===== src/rtl/nvseq_pkg.sv =====
`timescale 1ns/1ps
package nvseq_pkg;

    localparam int CMD_W = 6;

    localparam logic [CMD_W-1:0] C_LD_CFG    = 6'h00;
    localparam logic [CMD_W-1:0] C_UNLK_A    = 6'h01;
    localparam logic [CMD_W-1:0] C_LD_PROG   = 6'h02;
    localparam logic [CMD_W-1:0] C_LD_DATA   = 6'h03;
    localparam logic [CMD_W-1:0] C_RD_PROG   = 6'h04;
    localparam logic [CMD_W-1:0] C_RD_DATA   = 6'h05;
    localparam logic [CMD_W-1:0] C_INC       = 6'h06;
    localparam logic [CMD_W-1:0] C_UNLK_B    = 6'h07;
    localparam logic [CMD_W-1:0] C_BEGIN_EW  = 6'h08;
    localparam logic [CMD_W-1:0] C_BULK_PROG = 6'h09;
    localparam logic [CMD_W-1:0] C_BULK_DATA = 6'h0B;
    localparam logic [CMD_W-1:0] C_BEGIN_W   = 6'h18;

    typedef enum logic [3:0] {
        K_NONE, K_KEEP, K_LD_CFG, K_LD_PROG, K_LD_DATA,
        K_BEGIN_EW, K_BEGIN_W, K_BULK_PROG, K_BULK_DATA,
        K_UNLK_A, K_UNLK_B
    } cmd_kind_e;

    typedef enum logic [1:0] {PH_IDLE, PH_ERASE, PH_WRITE} phase_e;

    typedef enum logic [1:0] {
        SC_WORD = 2'd0, SC_ARRAY = 2'd1, SC_ARRAY_TEST = 2'd2, SC_CHIP = 2'd3
    } scope_e;

    typedef enum logic [1:0] {ARM_NONE, ARM_PROG, ARM_PROG_TEST, ARM_DATA} arm_e;

    typedef enum logic [1:0] {LT_PROG, LT_CFG, LT_DATA} ld_tgt_e;

    typedef enum logic [2:0] {UL_IDLE, UL_A1, UL_B1, UL_RUN, UL_A2} unlock_e;

endpackage


===== src/rtl/nvseq_cmd_decode.sv =====
`timescale 1ns/1ps
module nvseq_cmd_decode
    import nvseq_pkg::*;
(
    input  logic [CMD_W-1:0] code,
    output cmd_kind_e        kind
);
    always_comb begin
        case (code)
            C_LD_CFG:    kind = K_LD_CFG;
            C_LD_PROG:   kind = K_LD_PROG;
            C_LD_DATA:   kind = K_LD_DATA;
            C_RD_PROG,
            C_RD_DATA,
            C_INC:       kind = K_KEEP;
            C_BEGIN_EW:  kind = K_BEGIN_EW;
            C_BEGIN_W:   kind = K_BEGIN_W;
            C_BULK_PROG: kind = K_BULK_PROG;
            C_BULK_DATA: kind = K_BULK_DATA;
            C_UNLK_A:    kind = K_UNLK_A;
            C_UNLK_B:    kind = K_UNLK_B;
            default:     kind = K_NONE;
        endcase
    end
endmodule


===== src/rtl/nvseq_addr_class.sv =====
`timescale 1ns/1ps
module nvseq_addr_class #(
    parameter int ADDR_W    = 14,
    parameter int TEST_SPAN = 16,
    parameter int CFG_OFS   = 7
) (
    input  logic [ADDR_W-1:0] addr,
    output logic              in_cfg,
    output logic              in_test,
    output logic              is_cfg_word
);
    localparam int OFS_W = ADDR_W - 1;
    localparam logic [OFS_W-1:0] SPAN_LIM = OFS_W'(TEST_SPAN);
    localparam logic [OFS_W-1:0] CFG_POS  = OFS_W'(CFG_OFS);

    always_comb begin
        in_cfg      = addr[ADDR_W-1];
        in_test     = in_cfg && (addr[OFS_W-1:0] < SPAN_LIM);
        is_cfg_word = in_cfg && (addr[OFS_W-1:0] == CFG_POS);
    end
endmodule


===== src/rtl/nvseq_cycle_timer.sv =====
`timescale 1ns/1ps
module nvseq_cycle_timer #(
    parameter int TICKS = 1000
) (
    input  logic clk,
    input  logic rst_n,
    input  logic run,
    output logic done
);
    localparam int CNT_W = (TICKS > 1) ? $clog2(TICKS + 1) : 1;
    localparam logic [CNT_W-1:0] LAST = CNT_W'(TICKS - 1);

    logic [CNT_W-1:0] count_d, count_q;

    always_comb begin
        done    = run && (count_q == LAST);
        count_d = count_q;
        if (!run || done) begin
            count_d = '0;
        end else begin
            count_d = count_q + 1'b1;
        end
    end

    always_ff @(posedge clk or negedge rst_n) begin
        if (!rst_n) count_q <= '0;
        else        count_q <= count_d;
    end
endmodule


===== src/rtl/nv_prog_sequencer.sv =====
`timescale 1ns/1ps
module nv_prog_sequencer
    import nvseq_pkg::*;
#(
    parameter int CLK_HZ    = 100_000_000,
    parameter int CYCLE_US  = 10_000,
    parameter int ADDR_W    = 14,
    parameter int DATA_W    = 14,
    parameter int DATA_AW   = 6,
    parameter int DATA_BITS = 8,
    parameter int CP_LSB    = 4,
    parameter int TEST_SPAN = 16,
    parameter int CFG_OFS   = 7
) (
    input  logic                 clk,
    input  logic                 rst_n,
    input  logic                 cmd_valid,
    input  logic [CMD_W-1:0]     cmd_code,
    input  logic [DATA_W-1:0]    cmd_data,
    input  logic [ADDR_W-1:0]    cur_addr,
    output logic                 busy,
    output logic                 erase_en,
    output logic                 write_en,
    output logic                 mem_is_data,
    output logic [1:0]           erase_scope,
    output logic [ADDR_W-1:0]    nv_addr,
    output logic [DATA_W-1:0]    nv_wdata,
    output logic                 protected_o
);
    localparam int TICKS = (CLK_HZ / 1_000_000) * CYCLE_US;

    typedef struct packed {
        phase_e              phase;
        logic                do_write;
        scope_e              scope;
        logic                is_data;
        logic                cfg_hit;
        logic [ADDR_W-1:0]   addr;
        logic [DATA_W-1:0]   wdata;
        logic                ld_valid;
        ld_tgt_e             ld_tgt;
        logic [DATA_W-1:0]   ld_word;
        arm_e                arm;
        logic                prot;
        unlock_e             step;
    } st_t;

    st_t d, q;

    cmd_kind_e kind;
    logic      in_cfg, in_test, is_cfg_word;
    logic      t_done;

    nvseq_cmd_decode u_dec (
        .code (cmd_code),
        .kind (kind)
    );

    nvseq_addr_class #(
        .ADDR_W    (ADDR_W),
        .TEST_SPAN (TEST_SPAN),
        .CFG_OFS   (CFG_OFS)
    ) u_cls (
        .addr        (cur_addr),
        .in_cfg      (in_cfg),
        .in_test     (in_test),
        .is_cfg_word (is_cfg_word)
    );

    nvseq_cycle_timer #(
        .TICKS (TICKS)
    ) u_tmr (
        .clk   (clk),
        .rst_n (rst_n),
        .run   (q.phase != PH_IDLE),
        .done  (t_done)
    );

    logic                tgt_data;
    logic                wr_blocked;
    logic [ADDR_W-1:0]   data_addr;
    logic [DATA_W-1:0]   data_word;

    always_comb begin
        tgt_data   = (q.ld_tgt == LT_DATA);
        wr_blocked = q.prot && (tgt_data || !in_cfg);
        data_addr  = {{(ADDR_W-DATA_AW){1'b0}}, cur_addr[DATA_AW-1:0]};
        data_word  = {{(DATA_W-DATA_BITS){1'b0}}, q.ld_word[DATA_BITS-1:0]};
    end

    always_comb begin
        d = q;
        if (q.phase != PH_IDLE) begin
            if (t_done) begin
                if (q.phase == PH_ERASE && q.do_write) begin
                    d.phase = PH_WRITE;
                end else begin
                    d.phase = PH_IDLE;
                    if (q.phase == PH_WRITE && q.cfg_hit) begin
                        d.prot = ~&q.wdata[DATA_W-1:CP_LSB];
                    end
                end
            end
        end else if (cmd_valid) begin
            case (kind)
                K_LD_CFG, K_LD_PROG, K_LD_DATA: begin
                    d.ld_valid = 1'b1;
                    d.ld_word  = cmd_data;
                    d.ld_tgt   = (kind == K_LD_DATA) ? LT_DATA :
                                 (kind == K_LD_CFG)  ? LT_CFG  : LT_PROG;
                    d.step     = UL_IDLE;
                end
                K_BULK_PROG: begin
                    if (!q.prot) d.arm = in_test ? ARM_PROG_TEST : ARM_PROG;
                    d.step = UL_IDLE;
                end
                K_BULK_DATA: begin
                    if (!q.prot) d.arm = ARM_DATA;
                    d.step = UL_IDLE;
                end
                K_UNLK_A: begin
                    if (q.step == UL_IDLE && q.ld_valid && q.ld_tgt == LT_CFG &&
                        q.ld_word[CP_LSB] && is_cfg_word) begin
                        d.step = UL_A1;
                    end else if (q.step == UL_RUN) begin
                        d.step = UL_A2;
                    end else begin
                        d.step = UL_IDLE;
                    end
                end
                K_UNLK_B: begin
                    if (q.step == UL_A1) begin
                        d.step = UL_B1;
                    end else if (q.step == UL_A2) begin
                        d.prot = 1'b0;
                        d.step = UL_IDLE;
                    end else begin
                        d.step = UL_IDLE;
                    end
                end
                K_BEGIN_EW, K_BEGIN_W: begin
                    d.step = UL_IDLE;
                    if (q.ld_valid) begin
                        if (q.step == UL_B1) begin
                            d.phase    = PH_ERASE;
                            d.do_write = 1'b0;
                            d.scope    = SC_CHIP;
                            d.is_data  = 1'b0;
                            d.cfg_hit  = 1'b0;
                            d.addr     = cur_addr;
                            d.wdata    = '1;
                            d.ld_valid = 1'b0;
                            d.arm      = ARM_NONE;
                            d.step     = UL_RUN;
                        end else if (q.arm != ARM_NONE) begin
                            d.phase    = PH_ERASE;
                            d.do_write = 1'b0;
                            d.scope    = (q.arm == ARM_PROG_TEST) ? SC_ARRAY_TEST : SC_ARRAY;
                            d.is_data  = (q.arm == ARM_DATA);
                            d.cfg_hit  = 1'b0;
                            d.addr     = (q.arm == ARM_DATA) ? data_addr : cur_addr;
                            d.wdata    = '1;
                            d.ld_valid = 1'b0;
                            d.arm      = ARM_NONE;
                        end else if (!wr_blocked) begin
                            d.phase    = (kind == K_BEGIN_EW) ? PH_ERASE : PH_WRITE;
                            d.do_write = 1'b1;
                            d.scope    = SC_WORD;
                            d.is_data  = tgt_data;
                            d.cfg_hit  = !tgt_data && is_cfg_word;
                            d.addr     = tgt_data ? data_addr : cur_addr;
                            d.wdata    = tgt_data ? data_word : q.ld_word;
                            d.ld_valid = 1'b0;
                        end
                    end
                end
                default: ;
            endcase
        end
    end

    always_ff @(posedge clk or negedge rst_n) begin
        if (!rst_n) q <= '0;
        else        q <= d;
    end

    always_comb begin
        busy        = (q.phase != PH_IDLE);
        erase_en    = (q.phase == PH_ERASE);
        write_en    = (q.phase == PH_WRITE);
        mem_is_data = q.is_data;
        erase_scope = q.scope;
        nv_addr     = q.addr;
        nv_wdata    = q.wdata;
        protected_o = q.prot;
    end
endmodule


===== config.mk =====
export PLATFORM = sky130hd
export DESIGN_NAME = nv_prog_sequencer
export DESIGN_NICKNAME = d
export VERILOG_FILES = /design/src/rtl/nvseq_pkg.sv /design/src/rtl/nvseq_cmd_decode.sv /design/src/rtl/nvseq_addr_class.sv /design/src/rtl/nvseq_cycle_timer.sv /design/src/rtl/nv_prog_sequencer.sv
export SDC_FILE = /design/constraint.sdc
export NUM_CORES = 1
export LEC_CHECK = 0
export BUFFER_PORTS_ARGS = -buffer_cell sky130_fd_sc_hd__clkbuf_2
export CAP_MARGIN = 30
export CORE_ASPECT_RATIO = 0.6
export CORE_MARGIN = 8
export CORE_UTILIZATION = 35
export CTS_BUF_LIST = sky130_fd_sc_hd__clkbuf_8
export DETAILED_ROUTE_END_ITERATION = 6
export GPL_ROUTABILITY_DRIVEN = 0
export GPL_TIMING_DRIVEN = 0
export PLACE_DENSITY = 0.62
export SLEW_MARGIN = 10
export SYNTH_ARGS = -nofsm -noshare
export SYNTH_HDL_FRONTEND = slang
export SYNTH_SLANG_ARGS = --single-unit

===== constraint.sdc =====
create_clock -name clk -period 3 [get_ports clk]
set_clock_uncertainty 0.1 [all_clocks]
set_input_delay 0.6 -clock clk [delete_from_list [all_inputs] [get_ports clk]]
set_output_delay 0.6 -clock clk [all_outputs]
set_load 0.05 [all_outputs]

==> results of run 1 <==
## cell usage after synthesis (3+ instances only)
| library cell | count | area share (%) |
|---|---|---|
| mux2_4 | 4 | 1.4 |
| a21oi_1 | 6 | 0.72 |
| dfrtp_1 | 78 | 47 |
| buf_4 | 30 | 5.4 |
| mux2_2 | 19 | 5.1 |
| nor2_1 | 48 | 4.3 |
| o31a_1 | 3 | 0.63 |
| o21ai_0 | 34 | 4.1 |
| xor2_1 | 10 | 2.1 |
| inv_1 | 7 | 0.63 |
| xnor2_1 | 10 | 2.1 |
| a211oi_1 | 3 | 0.54 |
| clkbuf_1 | 12 | 1.1 |
| nand2b_1 | 6 | 0.90 |
| a31oi_1 | 7 | 1.1 |
| and2_1 | 5 | 0.75 |
| nand2_1 | 55 | 5.0 |
| a21o_1 | 3 | 0.54 |
| nor3_1 | 7 | 0.84 |
| nor4_1 | 3 | 0.45 |
| buf_2 | 4 | 0.48 |
| ha_1 | 5 | 1.5 |
| nor2b_1 | 4 | 0.60 |
| nand3_1 | 16 | 1.9 |
| and3_1 | 5 | 0.75 |
| nand4_1 | 10 | 1.5 |
## final cells by class
type	instances	area [µm²]	area share (%)
inverter	8	30.0	0.605
clock inverter	7	66.3	1.34
multi-input combinational	301	1910	38.5
sequential	78	1950	39.3
clock buffer	9	124	2.49
timing repair buffer	70	375	7.56
buffer	44	302	6.07
tap	165	206	4.16
## worst reg2reg max path: cells and delay by family, from the launching register on
kind,cells,cell delay (ps)
AOI/OAI and AO/OA,1,90
buffers and inverters,2,440
DFF,1,470
and+or+nand+nor,5,1430
## repair_timing
item / in CTS / in global routing
resized for setup: 4 / 4
pin swaps: 0 / 1
setup endpoints to repair: 43 / 48
gates cloned: 0 / 0
## cell families (layout without fill, tap and decap cells)
| family | after synthesis | count (layout) | synth area share, % |
|---|---|---|---|
| flip-flops | 78 | 78 | 46.8 |
| XOR/XNOR | 20 | 20 | 4.20 |
| buffers and inverters | 57 | 138 | 8.35 |
| adder cells (fa/ha/maj) | 5 | 5 | 1.50 |
| multiplexers | 25 | 25 | 7.06 |
| AO/OA/AOI/OAI | 77 | 77 | 12.1 |
| AND/OR/NAND/NOR | 174 | 174 | 20.0 |
## cells in the final DEF, fill, tap and decap left out, types with 5 or more instances in the layout
master    netlist  final
nand4_1        10     10
and2_1          5      5
inv_1           7      8
a21oi_1         6      6
a31oi_1         7      6
and3_1          5      5
xor2_1         10     10
dfrtp_1        78     78
nand2_1        55     55
buf_4          30     30
xnor2_1        10     10
nor3_1          7      7
ha_1            5      5
nand3_1        16     16
clkbuf_8        0      9
mux2_2         19     19
clkbuf_2        1     71
nor2_1         48     48
nand2b_1        6      6
o21ai_0        34     33
clkbuf_1       12      5
## stage by stage
step           total power [W]  setup slack [ps]  area, µm²
3_5_place_dp           0.00118              -481       4760
2_1_floorplan          0.00112              31.6       4180
3_3_place_gp           0.00118              -440       4730
4_1_cts                0.00196              45.0       4960
5_1_grt                0.00202              15.0       4960
6_report               0.00193               128       4960
## state kept, by name (all words and copies together) (netlist names)
signal         count
data_word          8
erase_scope        2
mem_is_data        1
nv_addr           14
nv_wdata          14
protected_o        1
q                 18
u_tmr.count_q     20
## metal layers
metal / up-vias / global-route usage, % / wire length [µm]
met5: - / 0 / 0
met4: 0 / 2.87 / 87
met1: 1609 / 19.4 / 5130
li1: 1650 / - / -
met3: 10 / 3.77 / 714
met2: 98 / 20.6 / 4240
## worst min-delay path by stage
stage | startpoint | endpoint | slack, ps
CTS | rst_n | q[18] | 60
global route | rst_n | q[18] | 70
floorplan | rst_n | data_word[0] | 200
global placement | nv_addr[10] | nv_addr[10] | 360
finish | rst_n | q[14] | 70
detailed placement | nv_addr[6] | nv_addr[6] | 370
## where the power goes
part           total [W]  switching, W  internal, W
clock           0.000769      0.000389     0.000380
combinational   0.000115     0.0000720    0.0000431
sequential       0.00105             0      0.00105
==> reports/qor.csv, run 1 <==
metric,value,unit
htree depth,3,
pin count of the biggest net entering global routing,59,
drt pass-1 iters,4,
max-cap violation count,0,
CP Data Required Time,3140,ps
Root Buffer,clkbuf_8,
Setup TNS Final,0,ps
kind of critical path,input port to flop,
r2r startpoint,q[0],
DP Wirelength,7760,µm
Die Wd,157,µm
"Hold-fix buffers, CTS",0,
setup violators final,0,
Syn Nets,478,
Syn-to-layout area delta,19.1,%
Netlist cell types,59,
worst endpoint data arrival time,3010,ps
critical-path cell list,"clkbuf_2, or3_4, a211o_1, o31a_1, xnor2_1, nand2_1, o311ai_0, mux2_2",
Post-Route WL,10200,µm
"Max FO, Critical Path",8,
layout cells sized above 1,30.8,%
CTS tree,done,
sequential share of the synthesized area,46.8,%
via count,3367,
number of fill cells,1186,
Final Slew Violations,0,
"Hold Vio Cnt, Final",0,
Tcrit/Tclk final,95.7,%
CP Depth,8,
total gr overflow,0,
placed instance count,671,
Port Buffers,69,
Routed Antenna Nets,0,
Std-Cell Rows,31,
gr usage total,13.7,%
Initial Util,35.2,%
worst slew pin tran,618,ps
Worst setup EP type,flop,
R2R setup slack,330,ps
Peak VDD IR,233,µV
CTS sink count,78,
1st-iter DRT viols,191,
first-pass GRT wire length,17400,µm
Leakage,2.39,nW
number of synthesized flops with an enable pin,0,
Bufs and invs on worst path,1,
Yosys reg bits,78,
Final Util,42.0,%
worst flop-to-flop path endpoint,nv_wdata[9],
top_reg_cell synth,dfrtp_1,
cell area after synthesis,0.00417,mm²
crit path time final,2870,ps
Max Clk Rate,348,MHz
Critical Path Max Stage Delay,580,ps
Layout Nets,554,
Core Region,0.0118,mm²
initial antenna violation count,0,
"Async S/R FF share, synth",100,%
syn_area_per_cell,9.56,µm²
Crit. Startpoint,cmd_code[4],
Hold WS,73.4,ps
DRC viols,0,
Top Family by Delay on Critical Path,compound AO/OA/AOI/OAI gates,
Die Ht,101,µm
Cell Pwr Density,390,mW/mm²
Setup crit end,q[4],
WL per Instance,14.9,µm
Num CTS Buffers,9,
Hold Crit Class,input port to async pin,
Worst Reg-to-Reg Cells,8,
via/cell ratio,4.94,
ANT cells,0,
via count of the first global-routing pass,3455,
CP startpoint kind,input port,
Synth Warn #,0,
status,"finished, final reports clean",
"Reg clk slew, reported paths",80,ps
total I/O pin count,72,
worst rel slew slack,58.3,%
CTS Buffer Depth,2,
Syn Inst Count,436,
"Slowest-stage cell, CP",o311ai_0,
RSZ-0062 raised after global routing,false,
die area,0.0158,mm²
clock latency on the worst-skew pair,350,ps
Non-Filler Instances,682,
Setup Buffers After CTS,0,
No activity file was read; power rests on OpenSTA's default activity.
==> inputs of run 2 (changes only) <==
BUFFER_PORTS_ARGS = not set   (was -buffer_cell sky130_fd_sc_hd__clkbuf_2)
DONT_BUFFER_PORTS = 1   (was not set)
PLACE_DENSITY = 0.57   (was 0.62)
==> run 2 against run 1 <==
  * Register-to-register slack got worse by 90 ps
  * Critical path depth unchanged
  * Utilization fell by 2.8 points
  * Non-clock buffer count is 66 lower
  * Routed wire length up 1.2%
  * Total power fell by 0.16%
  * First-iteration DRC count fell by 25%
  * Fmax is 1.3% higher
  * Sequential cell count stayed put
  * Setup slack gained 38 ps
  * Combinational power is 29% lower
  * Largest power group unchanged
==> reports/qor.csv, run 2 (synthesis results as in run 1) <==
metric,value,unit,change
worst rel slew slack,51.4,%,-6.8 points
Hold Crit Class,input port to async pin,,
Initial Util,35.2,%,unchanged
status,"finished, final reports clean",,
"Slowest-stage cell, CP",a211oi_2,,
1st-iter DRT viols,144,,-25%
Crit. Startpoint,cmd_code[2],,
"Hold Vio Cnt, Final",0,,unchanged
Max Clk Rate,353,MHz,+1.3%
Syn-to-layout area delta,11.2,%,
total I/O pin count,72,,unchanged
kind of critical path,input port to flop,,
DP Wirelength,7730,µm,-0.39%
worst flop-to-flop path endpoint,nv_addr[2],,
Leakage,2.10,nW,-12%
htree depth,3,,unchanged
first-pass GRT wire length,16800,µm,-2.9%
Peak VDD IR,177,µV,-24%
worst endpoint data arrival time,2970,ps,-40 ps
pin count of the biggest net entering global routing,79,,+34%
Tcrit/Tclk final,94.5,%,-1.3 points
crit path time final,2830,ps,-38.1 ps
final worst setup slack,166,ps,+38.1 ps
Layout Nets,488,,-12%
Port Buffers,0,,-100%
Die Ht,101,µm,unchanged
Post-Route WL,10300,µm,+1.2%
R2R setup slack,240,ps,-90 ps
CTS tree,done,,
Cell Pwr Density,417,mW/mm²,+7.0%
Routed Antenna Nets,0,,unchanged
"Max FO, Critical Path",10,,+2
placed instance count,603,,-10%
Reg with most FFs,u_tmr.count_q,,
Final Util,39.2,%,-2.8 points
Num CTS Buffers,9,,unchanged
Std-Cell Rows,31,,unchanged
CP startpoint kind,input port,,
layout cells sized above 1,20.0,%,-11 points
drt pass-1 iters,4,,unchanged
WL per Instance,16.8,µm,+12%
DRC viols,0,,unchanged
Place WS,-452,ps,+29.4 ps
worst slew pin tran,729,ps,+111 ps
critical-path cell list,"buf_2, or2_2, a21o_1, a211oi_2, o21a_1, clkbuf_1, buf_2, mux2_2",,
number of fill cells,1216,,+2.5%
Non-Filler Instances,614,,-10%
clock latency on the worst-skew pair,360,ps,about the same
Final Slew Violations,0,,unchanged
Largest register FFs,20,,unchanged
total gr overflow,0,,unchanged
Root Buffer,clkbuf_8,,
CP Data Required Time,3140,ps,about the same
Die Wd,157,µm,unchanged
max-cap violation count,0,,unchanged
initial antenna violation count,1,,+1
via count of the first global-routing pass,3092,,-11%
"Reg clk slew, reported paths",70,ps,about the same
Core Region,0.0118,mm²,unchanged
"leading cell type in the layout, fill and taps excluded",dfrtp_1,,
Setup TNS Final,0,ps,unchanged
Worst Reg-to-Reg Cells,7,,-1
via count,3106,,-7.8%
RSZ-0062 raised after global routing,false,,
ANT cells,0,,unchanged
Worst setup EP type,flop,,
Setup Buffers After CTS,0,,unchanged
CTS Buffer Depth,2,,unchanged
die area,0.0158,mm²,unchanged
gr usage total,13.6,%,-0.10 points
via/cell ratio,5.06,,+2.5%
setup violators final,0,,unchanged
r2r startpoint,q[0],,
Critical Path Max Stage Delay,470,ps,-110 ps
most frequent cells in the layout,"dfrtp_1 (78), nand2_1 (55), nor2_1 (48), o21ai_0 (34), buf_4 (32)",,
CTS sink count,78,,unchanged
Largest regs,"u_tmr.count_q: 20 flops, q: 18 flops",,
CP dominant cell by count,buf_2,,
[run 2: cell types whose count changed in the layout (fill, tap and decap cells not counted), sizes merged]
cell,delta
clkinv,-4
clkbuf,-66
buf,+2
[run 2: metrics by stage]
step	hold WS (ps)	cell area (µm²)	power, W
2_1_floorplan	204	4180	0.00112
3_3_place_gp	212	4380	0.00113
3_5_place_dp	212	4400	0.00113
4_1_cts	42.3	4640	0.00195
5_1_grt	37.6	4630	0.00202
6_report	0.609	4630	0.00193
[run 2: layout make-up]
| type | count | area, µm² | share of cell area [%] |
|---|---|---|---|
| buffer | 45 | 305 | 6.59 |
| clock buffer | 11 | 151 | 3.27 |
| clock inverter | 3 | 43.8 | 0.945 |
| inverter | 8 | 30.0 | 0.648 |
| multi-input combinational | 301 | 1900 | 41.1 |
| sequential | 78 | 1950 | 42.1 |
| tap | 165 | 206 | 4.45 |
| timing repair buffer | 3 | 42.5 | 0.918 |
[run 2: critical path, delay by kind of cell]
family / cells / cell delay, ps
AO/OA/AOI/OAI: 3 / 910
buffers and inverters: 3 / 800
multiplexers: 1 / 370
AND/OR/NAND/NOR: 1 / 280
[run 2: timing repair]
| action | in CTS | in global routing |
|---|---|---|
| endpoints found under the hold margin | 78 | 0 |
| setup endpoints to repair | 43 | 31 |
| pin swaps | 0 | 1 |
| gates resized for setup | 3 | 5 |
| hold buffers | 1 | 0 |
[run 2: layer usage]
| metal | part of all wire, % | track usage [%] | vias up |
|---|---|---|---|
| li1 | - | - | 1506 |
| met1 | 49 | 18.8 | 1513 |
| met2 | 42 | 19.2 | 74 |
| met3 | 8.5 | 5.65 | 11 |
| met4 | 0.90 | 3.16 | 2 |
| met5 | 0.13 | 0 | - |
[run 2: worst max path at each step]
stage / endpoint / slack (ps) / cells past startpoint
after floorplan: nv_addr[2] / 30 / 9
after global placement: data_word[5] / -440 / 8
after detailed placement: q[16] / -450 / 8
after CTS: nv_wdata[12] / 60 / 9
after global routing: q[16] / 30 / 8
final: q[16] / 170 / 8
[run 2: report_power, final]
| group | switching, W | internal (W) | total, W |
|---|---|---|---|
| combinational | 0.0000547 | 0.0000273 | 0.0000820 |
| clock | 0.000376 | 0.000422 | 0.000799 |
| sequential | 0 | 0.00105 | 0.00105 |
